`config.mk`:
```
export PLATFORM = sky130hd
export DESIGN_NAME = ser_cfg_bank
export DESIGN_NICKNAME = d
export VERILOG_FILES = /design/src/rtl/ser_cfg_pkg.sv /design/src/rtl/ser_cfg_sync.sv /design/src/rtl/ser_cfg_frame_rx.sv /design/src/rtl/ser_cfg_regs.sv /design/src/rtl/ser_cfg_scan.sv /design/src/rtl/ser_cfg_bank.sv
export SDC_FILE = /design/constraint.sdc
export NUM_CORES = 1
export LEC_CHECK = 0
export BUFFER_PORTS_ARGS = -buffer_cell sky130_fd_sc_hd__buf_2
export CAP_MARGIN = 25
export CORE_UTILIZATION = 60
export DETAILED_ROUTE_END_ITERATION = 7
export PLACE_DENSITY = 0.82
export SLEW_MARGIN = 15
export SYNTH_ARGS = -nofsm -noshare
export SYNTH_HDL_FRONTEND = slang
export SYNTH_SLANG_ARGS = --single-unit
```
`constraint.sdc`:
```
create_clock -name clk -period 3 [get_ports clk]
set_clock_uncertainty 0.2 [all_clocks]
set_input_delay 0.6 -clock clk [delete_from_list [all_inputs] [get_ports clk]]
set_output_delay 0.6 -clock clk [all_outputs]
set_load 0.05 [all_outputs]
```
`src/rtl/ser_cfg_pkg.sv`:
```
package ser_cfg_pkg;

  localparam int NUM_REGS   = 7;
  localparam int DATA_W     = 8;
  localparam int ADDR_W     = 3;
  localparam int FRAME_BITS = DATA_W + ADDR_W;
  localparam int NUM_DIV    = 3;
  localparam int POST_W     = 2;

  // widths of the registers, address 0 first
  localparam int REG_W [NUM_REGS] = '{8, 4, 4, 5, 5, 8, 7};

  typedef enum logic [1:0] {
    PWR_OFF  = 2'b00,
    PWR_KEEP = 2'b01,
    PWR_FULL = 2'b10
  } pwr_e;

  function automatic int sum_widths(int upto);
    int acc;
    acc = 0;
    for (int k = 0; k < NUM_REGS; k++) begin
      if (k <= upto) acc += REG_W[k];
    end
    return acc;
  endfunction

  localparam int BANK_W = sum_widths(NUM_REGS - 1);
  localparam int LIVE_W = sum_widths(NUM_DIV - 1);
  localparam int DIV_W  = REG_W[0] + REG_W[1];
  localparam int PUMP_W = REG_W[2] - POST_W;

  // address 0 occupies the top of the flat bank, so the bank is the scan order
  function automatic int reg_lsb(int idx);
    return BANK_W - sum_widths(idx);
  endfunction

  function automatic int live_lsb(int idx);
    return reg_lsb(idx) - (BANK_W - LIVE_W);
  endfunction

  function automatic logic [DATA_W-1:0] frame_data(logic [FRAME_BITS-1:0] f);
    return f[FRAME_BITS-1 -: DATA_W];
  endfunction

  function automatic logic [ADDR_W-1:0] frame_addr(logic [FRAME_BITS-1:0] f);
    return f[ADDR_W-1:0];
  endfunction

  function automatic pwr_e pwr_level(logic cs, logic sleep);
    if (!cs) return PWR_OFF;
    if (sleep) return PWR_KEEP;
    return PWR_FULL;
  endfunction

endpackage

```
`src/rtl/ser_cfg_sync.sv`:
```
module ser_cfg_sync #(
  parameter int WIDTH  = 4,
  parameter int STAGES = 2
) (
  input  logic             clk,
  input  logic             rst_n,
  input  logic [WIDTH-1:0] d,
  output logic [WIDTH-1:0] q
);

  logic [WIDTH-1:0] pipe [STAGES];

  always_ff @(posedge clk or negedge rst_n) begin
    if (!rst_n) begin
      for (int s = 0; s < STAGES; s++) pipe[s] <= '0;
    end else begin
      pipe[0] <= d;
      for (int s = 1; s < STAGES; s++) pipe[s] <= pipe[s-1];
    end
  end

  assign q = pipe[STAGES-1];

endmodule

```
`src/rtl/ser_cfg_frame_rx.sv`:
```
module ser_cfg_frame_rx
  import ser_cfg_pkg::*;
(
  input  logic              clk,
  input  logic              rst_n,
  input  logic              en_s,
  input  logic              sclk_s,
  input  logic              din_s,
  input  logic              accept,
  output logic              frame_start,
  output logic              bit_tick,
  output logic              wr_pulse,
  output logic [ADDR_W-1:0] wr_addr,
  output logic [DATA_W-1:0] wr_data
);

  localparam int CNT_W = $clog2(FRAME_BITS + 2);

  logic                  en_q;
  logic                  sclk_q;
  logic [FRAME_BITS-1:0] shreg;
  logic [CNT_W-1:0]      nbits;
  logic                  frame_end;

  assign frame_start = en_s & ~en_q;
  assign frame_end   = ~en_s & en_q;
  assign bit_tick    = en_s & en_q & sclk_s & ~sclk_q;

  always_ff @(posedge clk or negedge rst_n) begin
    if (!rst_n) begin
      en_q   <= 1'b0;
      sclk_q <= 1'b0;
      shreg  <= '0;
      nbits  <= '0;
    end else begin
      en_q   <= en_s;
      sclk_q <= sclk_s;
      if (bit_tick) shreg <= {shreg[FRAME_BITS-2:0], din_s};
      if (frame_start) nbits <= '0;
      else if (bit_tick && (nbits != {CNT_W{1'b1}})) nbits <= nbits + 1'b1;
    end
  end

  assign wr_pulse = frame_end && (nbits == CNT_W'(FRAME_BITS)) && accept;
  assign wr_data  = frame_data(shreg);
  assign wr_addr  = frame_addr(shreg);

endmodule

```
`src/rtl/ser_cfg_regs.sv`:
```
module ser_cfg_regs
  import ser_cfg_pkg::*;
(
  input  logic               clk,
  input  logic               rst_n,
  input  logic               wr_pulse,
  input  logic [ADDR_W-1:0]  wr_addr,
  input  logic [DATA_W-1:0]  wr_data,
  output logic [BANK_W-1:0]  bank,
  output logic [LIVE_W-1:0]  live,
  output logic [NUM_DIV-1:0] div_flags,
  output logic               commit_pulse
);

  logic [NUM_REGS-1:0] hit;

  for (genvar i = 0; i < NUM_REGS; i++) begin : g_reg
    localparam int W = REG_W[i];
    localparam int L = reg_lsb(i);
    logic [W-1:0] q;

    assign hit[i] = wr_pulse && (wr_addr == ADDR_W'(i));

    always_ff @(posedge clk or negedge rst_n) begin
      if (!rst_n) q <= '0;
      else if (hit[i]) q <= wr_data[W-1:0];
    end

    assign bank[L +: W] = q;
  end

  assign commit_pulse = &div_flags;

  always_ff @(posedge clk or negedge rst_n) begin
    if (!rst_n) begin
      div_flags <= '0;
      live      <= '0;
    end else begin
      div_flags <= (commit_pulse ? '0 : div_flags) | hit[NUM_DIV-1:0];
      if (commit_pulse) live <= bank[BANK_W-1 -: LIVE_W];
    end
  end

endmodule

```
`src/rtl/ser_cfg_scan.sv`:
```
module ser_cfg_scan
  import ser_cfg_pkg::*;
(
  input  logic              clk,
  input  logic              rst_n,
  input  logic              load,
  input  logic              shift,
  input  logic              blank,
  input  logic [BANK_W-1:0] par_in,
  output logic              ser_out
);

  logic [BANK_W-1:0] chain;

  always_ff @(posedge clk or negedge rst_n) begin
    if (!rst_n) chain <= '0;
    else if (load) chain <= par_in;
    else if (shift) chain <= {chain[BANK_W-2:0], 1'b0};
  end

  assign ser_out = chain[BANK_W-1] & ~blank;

endmodule

```
`src/rtl/ser_cfg_bank.sv`:
```
module ser_cfg_bank
  import ser_cfg_pkg::*;
#(
  parameter int SYNC_STAGES = 2
) (
  input  logic                clk,
  input  logic                rst_n,
  input  logic                ser_en,
  input  logic                ser_clk,
  input  logic                ser_din,
  input  logic                chip_sel,
  output logic                ser_out,
  output logic [DIV_W-1:0]    div_ratio,
  output logic [POST_W-1:0]   post_sel,
  output logic [PUMP_W-1:0]   pump_sel,
  output logic [REG_W[3]-1:0] dly_sync,
  output logic [REG_W[4]-1:0] dly_clk,
  output logic [REG_W[5]-1:0] out_ctrl,
  output logic [REG_W[6]-1:0] misc_ctrl,
  output logic [1:0]          pwr_state
);

  logic               en_s, sclk_s, din_s, cs_s;
  logic               frame_start, bit_tick, wr_pulse, commit_pulse;
  logic [ADDR_W-1:0]  wr_addr;
  logic [DATA_W-1:0]  wr_data;
  logic [BANK_W-1:0]  bank;
  logic [LIVE_W-1:0]  live;
  logic [NUM_DIV-1:0] div_flags;
  pwr_e               pwr_q;

  ser_cfg_sync #(.WIDTH(4), .STAGES(SYNC_STAGES)) u_sync (
    .clk   (clk),
    .rst_n (rst_n),
    .d     ({ser_en, ser_clk, ser_din, chip_sel}),
    .q     ({en_s, sclk_s, din_s, cs_s})
  );

  ser_cfg_frame_rx u_rx (
    .clk         (clk),
    .rst_n       (rst_n),
    .en_s        (en_s),
    .sclk_s      (sclk_s),
    .din_s       (din_s),
    .accept      (pwr_q != PWR_OFF),
    .frame_start (frame_start),
    .bit_tick    (bit_tick),
    .wr_pulse    (wr_pulse),
    .wr_addr     (wr_addr),
    .wr_data     (wr_data)
  );

  ser_cfg_regs u_regs (
    .clk          (clk),
    .rst_n        (rst_n),
    .wr_pulse     (wr_pulse),
    .wr_addr      (wr_addr),
    .wr_data      (wr_data),
    .bank         (bank),
    .live         (live),
    .div_flags    (div_flags),
    .commit_pulse (commit_pulse)
  );

  ser_cfg_scan u_scan (
    .clk     (clk),
    .rst_n   (rst_n),
    .load    (frame_start),
    .shift   (bit_tick),
    .blank   (pwr_q == PWR_OFF),
    .par_in  (bank),
    .ser_out (ser_out)
  );

  always_ff @(posedge clk or negedge rst_n) begin
    if (!rst_n) pwr_q <= PWR_OFF;
    else pwr_q <= pwr_level(cs_s, misc_ctrl[0]);
  end

  assign pwr_state = pwr_q;
  assign div_ratio = {live[live_lsb(1) +: REG_W[1]], live[live_lsb(0) +: REG_W[0]]};
  assign post_sel  = live[live_lsb(2) +: POST_W];
  assign pump_sel  = live[live_lsb(2) + POST_W +: PUMP_W];
  assign dly_sync  = bank[reg_lsb(3) +: REG_W[3]];
  assign dly_clk   = bank[reg_lsb(4) +: REG_W[4]];
  assign out_ctrl  = bank[reg_lsb(5) +: REG_W[5]];
  assign misc_ctrl = bank[reg_lsb(6) +: REG_W[6]];

endmodule

```
# Yosys cells after proc, flatten, opt, wreduce, memory -nomap -nowiden
# Index checks and enable logic that the tools add are counted.
[totals] ff_bits=128 latchBits=0 ram_bits=0 mem_bits_ro=0 inputBits=6 out_inout_bits=44 elab_cells=64 memories=0
[op_classes] n_addsub=1 multipliers=0 div=0 n_lt_le_gt_ge=0 n_eq_ne=8 shift=0 mux=11 bitwise=11 n_reduce_logical=16
[ops] op="$mux W41" n=2
[ops] op="$logic_and A1 B1 Y1" n=10
[ops] op="$eq A3 B3 Y1 const B" n=3
[ops] op="$mux W2" n=4
[ops] op="$mux W4" n=2
[ops] op="$and A1 B1 Y1" n=6
[ops] op="$eq A3 B2 Y1 const B" n=2
[ops] op="$reduce_bool A2 Y1" n=3
[ops] op="$add A4 B1 Y4 const B" n=1
[ops] op="$eq A4 B4 Y1 const B" n=1
[ops] op="$ne A4 B4 Y1 const B" n=1
[ops] op="$not A1 Y1" n=4
[ops] op="$eq A3 B1 Y1 const B" n=1
[ops] op="$logic_not A3 Y1" n=1
[ops] op="$mux W3" n=1
[ops] op="$or A3 B3 Y3" n=1
[ops] op="$reduce_and A3 Y1" n=1
[ops] op="$logic_not A2 Y1" n=1
[ops] op="$mux W1" n=2

# Depth between registers and ports, before layout
[depth] depth_word=6 mapped_depth=5

# Cells and area by module
# From an unflattened synthesis, not the netlist that was laid out.
[unflattened] hier_cells=404 area_unflattened_um2=5231.3
[modules_own_cells] module="ser_cfg_regs" n_inst=1 cells_each=135 area_each_um2=2285.9 seq_area_each_um2=1501.4
[modules_own_cells] module="ser_cfg_scan" n_inst=1 cells_each=179 area_each_um2=1938.1 seq_area_each_um2=1026.0
[modules_own_cells] module="ser_cfg_frame_rx" n_inst=1 cells_each=72 area_each_um2=704.4 seq_area_each_um2=425.4
[modules_own_cells] module="ser_cfg_sync" n_inst=1 cells_each=12 area_each_um2=230.2 seq_area_each_um2=200.2
[modules_own_cells] module="ser_cfg_bank" n_inst=1 cells_each=6 area_each_um2=72.6 seq_area_each_um2=50.0

# Worst setup path after synthesis
# Ideal clock, no wire load.
[synth_timing] path_kind="reg-to-output" start="reg pwr_q[1] (netlist: pwr_state[1])" end="out ser_out" arrival_ns=1.119 t_required_ns=2.200 slack_ns=1.081 stages_incl_launch_ff=2 cell_sequence="dfrtp_1 > o21a_1"
[synth_between] elab_chain_cells=3
[synth_rtl] element="start, declared" line="ser_cfg_bank.sv:30" rtl="pwr_e pwr_q;"
[synth_rtl] element="start signal, assigned" line="ser_cfg_bank.sv:77" rtl="else pwr_q <= pwr_level(cs_s, misc_ctrl[0]);"
[synth_rtl] element="$logic_not A2 Y1" line="ser_cfg_bank.sv:70" rtl=".blank (pwr_q == PWR_OFF),"
[synth_rtl] element="$not A1 Y1" line="ser_cfg_scan.sv:21" rtl="assign ser_out = chain[BANK_W-1] & ~blank;"
[synth_rtl] element="$and A1 B1 Y1" line="ser_cfg_scan.sv:21"
[synth_rtl] element="end, declared" line="ser_cfg_bank.sv:12" rtl="output logic ser_out,"
# Every way passes these cells.

# Worst setup path in the final report
[layout_timing] start="reg u_rx.en_q" end="reg u_scan.chain[27]"
[layout_between] elab_chain_cells=4 elab_cells_between_ends=7 cone_classes="mux: 1; bitwise: 5; reduce/logical: 1"
[layout_rtl] element="start, declared" line="ser_cfg_frame_rx.sv:19" rtl="logic en_q;"
[layout_rtl] element="start signal, assigned" line="ser_cfg_frame_rx.sv:36" rtl="en_q <= en_s;"
[layout_rtl] element="$and A1 B1 Y1 (3 in a row)" line="ser_cfg_frame_rx.sv:27" rtl="assign bit_tick = en_s & en_q & sclk_s & ~sclk_q;"
[layout_rtl] element="$reduce_bool A2 Y1 (no line)"
[layout_rtl] element="end signal, assigned" line="ser_cfg_scan.sv:17" rtl="else if (load) chain <= par_in;"
[layout_rtl] element="end signal, assigned" line="ser_cfg_scan.sv:18" rtl="else if (shift) chain <= {chain[BANK_W-2:0], 1'b0};"
[layout_rtl] element="end, declared" line="ser_cfg_scan.sv:13" rtl="logic [BANK_W-1:0] chain;"
# Parallel ways exist; a longest one is shown, timed or not.
# A chain may end at the register's enable or synchronous reset.

==> flow_metrics.env <==
export IMPL_status="completed"
export IMPL_arrival_ps=2500
export IMPL_swShare_pct=23.1
export IMPL_rsz0062_at_grt="false"
export IMPL_synth_fp_nets=398
export IMPL_ys_warn_count=0
export IMPL_row_count=35
export IMPL_path_max_fanout=28
export IMPL_async_reset_ff_share_pct=100
export IMPL_final_cell_mix="128 x dfrtp_1, 69 x mux2_2, 68 x mux2_4"
export IMPL_fin_total_pwr_mw=3.87
export IMPL_hold_ws_ps=154
export IMPL_ctsRootBufferMaster="clkbuf_8"
export IMPL_worstSetupEndpointType="flip-flop"
export IMPL_p_sw_uw=893
export IMPL_ir_drop_v=0.000445
export IMPL_worst_pin_slew_ps=857
export IMPL_fin_crit_sh_pct=76.9
export IMPL_routed_wl_microns=10800
export IMPL_syn_to_final_growth_pct=13.5
export IMPL_final_max_slew_viol_count=0
export IMPL_cp_data_required_time_ps=3190
export IMPL_drtPass1Iterations=4
export IMPL_synth_xor_area_share_pct=0
export IMPL_comb_power_share_pct=3.9
export IMPL_diodes=0
export IMPL_synth_edff_count=0
export IMPL_track_usage_pct=23.6
export IMPL_dp_slack_ps=742
export IMPL_tritoncts="built"
export IMPL_synthSimpleGateAreaFrac_pct=5.66
export IMPL_setup_slack_ps=692
export IMPL_wire_per_inst_microns=18.9
export IMPL_drv_cap=0
export IMPL_clkTransAtPathRegs_ps=60
export IMPL_path_class="reg -> reg"
export IMPL_setup_worst_path_start_class="flip-flop"
export IMPL_h_tree_depth=4
export IMPL_dieWidth_microns=100
export IMPL_grt_max_degree=58
export IMPL_placed_area_sq_um=5960
export IMPL_synth_top_family_by_area="multiplexers"
export IMPL_p_leak_nw=3.52
export IMPL_ctsResizeCount=0
export IMPL_setup_violations=0
export IMPL_cts_max_path_buffers=2
export IMPL_grt_ovfl_total=0
export IMPL_clock_power_share_pct=49.5
export IMPL_yosysSeqAreaShare_pct=55.3
export IMPL_finalHoldViolations=0
export IMPL_holdCritPathClass="reg -> reg"
export IMPL_synthAdderAreaFrac_pct=0.216
export IMPL_dp_hpwl_microns=6610
export IMPL_grt_pass1_wl_microns=17300
export IMPL_finalSetupTns_ps=0
export IMPL_layout_nets=434
export IMPL_num_vias=3083
export IMPL_worstPathCellList="nand2b_2, buf_12, mux2_4, mux2_4"
export IMPL_drtIter0Drc=138
export IMPL_cts_sinks=128
export IMPL_final_common_cell="dfrtp_1"
export IMPL_final_antenna_net_count=0
export IMPL_core_area_sq_um=9280
export IMPL_cts_buffers=17
export IMPL_power_density_nw_per_um2=589
export IMPL_period_minus_slack_ps=2310
export IMPL_place_gp_congestion=0.778
export IMPL_synth_top_flop_cell="dfrtp_1"
export IMPL_post_cts_buffers=0
export IMPL_synth_cell_types=34
export IMPL_grt_antenna_before_repair=0
export IMPL_io_pins=50
export IMPL_synth_compound_area_share_pct=1.40
export IMPL_intPower_mw=2.98
export IMPL_postSynthAreaPerCell_sq_um=14.8
export IMPL_cts_hold_buffers=5
export IMPL_grt_pass1_vias=3258
export IMPL_final_cell_area_sq_um=6570
export IMPL_synthCells=391
export IMPL_max_freq_mhz=433
export IMPL_drcViolationCount=0
export IMPL_relSlewSlack_pct=42.7
export IMPL_netlist_area_sq_um=5790
export IMPL_ys_seq_elements=128
export IMPL_layout_drive_gt1_share_pct=51.8
export IMPL_vias_per_cell=5.42
export IMPL_pwr_share_seq_pct=46.6
export IMPL_crit_top_cell="mux2_4"
export IMPL_clock_latency_ps=520
export IMPL_initial_core_util_pct=62.4
export IMPL_critPathTopFamily="simple AND/OR/NAND/NOR gates"
export IMPL_synthMuxAreaShare_pct=31.4
export IMPL_dieArea_sq_um=10100
export IMPL_die_h_microns=100
export IMPL_io_buffers=49
export IMPL_path_buf_inv=1
export IMPL_slowest_stage="nand2b_2"
export IMPL_max_stage_delay_ps=610
-- worst register-to-register path: cells and delay by family (launching register included) --
kind,cells,cell delay (ps)
DFF,1,450
buffers and inverters,1,310
muxes,2,620
and+or+nand+nor,1,610
-- per-stage QoR --
stage                     cells  utilization, %
after detailed placement    532            64.2
after global routing        569            70.8
final                       569            70.8
after CTS                   569            70.8
after floorplan             391               -
after global placement      532            64.2
-- logic make-up (layout without fill, tap and decap cells) --
| kind of cell | count (synthesis) | in the layout |
|---|---|---|
| simple gates | 65 | 65 |
| compound gates | 11 | 11 |
| fa+ha+maj | 1 | 1 |
| flops | 128 | 128 |
| buf+inv | 47 | 96 |
| mux | 139 | 139 |
-- synth_stat cells, drive strengths merged (2+ instances only) --
| master | number | area [sq um] |
|---|---|---|
| nand3 | 9 | 50.1 |
| mux2i | 2 | 20.0 |
| buf | 36 | 308 |
| nand2b | 2 | 12.5 |
| clkbuf | 6 | 22.5 |
| nand2 | 43 | 161 |
| o211ai | 2 | 15.0 |
| nor2b | 3 | 18.8 |
| dfrtp | 128 | 3200 |
| mux2 | 137 | 1800 |
| inv | 5 | 18.8 |
| a21oi | 2 | 13.8 |
-- per-layer routing --
| layer | global-route usage [%] | part of all wire [%] | vias up |
|---|---|---|---|
| met5 | 0 | 0 | - |
| met4 | 9.36 | 1.3 | 0 |
| met3 | 6.69 | 3.4 | 13 |
| met2 | 38.7 | 51 | 56 |
| met1 | 29.8 | 45 | 1608 |
| li1 | - | - | 1406 |
-- state kept, by name, summed over array words and instances, names as in the netlist, 2 cells and up --
| name | count |
|---|---|
| pwr_state | 2 |
| u_regs.div_flags | 3 |
| u_regs.g.q | 41 |
| u_regs.live | 16 |
| u_rx.nbits | 4 |
| u_rx.shreg | 11 |
| u_scan.chain | 41 |
| u_sync.pipe | 4 |
| u_sync.q | 4 |
-- path summary, 6_finish.rpt --
kind / depth (start not counted) / slack, ps / end / from
hold / removal: 0 / 150 / u_sync.q[2]$_DFF_PN0_ / u_sync.pipe[6]$_DFF_PN0_
max in group asynchronous: 3 / 1410 / u_scan.chain[16]$_DFFE_PN0P_ / rst_n
setup reg to reg: 4 / 690 / u_scan.chain[27]$_DFFE_PN0P_ / u_rx.en_q$_DFF_PN0_
setup / recovery: 4 / 690 / u_scan.chain[27]$_DFFE_PN0P_ / u_rx.en_q$_DFF_PN0_
hold reg to reg: 0 / 150 / u_sync.q[2]$_DFF_PN0_ / u_sync.pipe[6]$_DFF_PN0_
min in group asynchronous: 2 / 440 / u_regs.live[6]$_DFFE_PN0P_ / rst_n
-- power by group through the flow --
stage | registers (mW) | clock network [mW] | logic [mW]
finish | 1.81 | 1.92 | 0.150
CTS | 1.80 | 1.94 | 0.153
global route | 1.81 | 2.03 | 0.166
detailed placement | 1.83 | 0 | 0.147
floorplan | 1.81 | 0 | 0.106
global placement | 1.83 | 0 | 0.142
-- cell type report --
class | count | area (sq um)
well taps | 129 | 161
multi-input cells | 216 | 2250
clock buffers | 21 | 459
clock inverters | 11 | 106
flip-flops and latches | 128 | 3200
repair buffers | 59 | 373
fillers | 612 | 2710
inverters | 5 | 18.8
(Power assumes the default switching activity.)
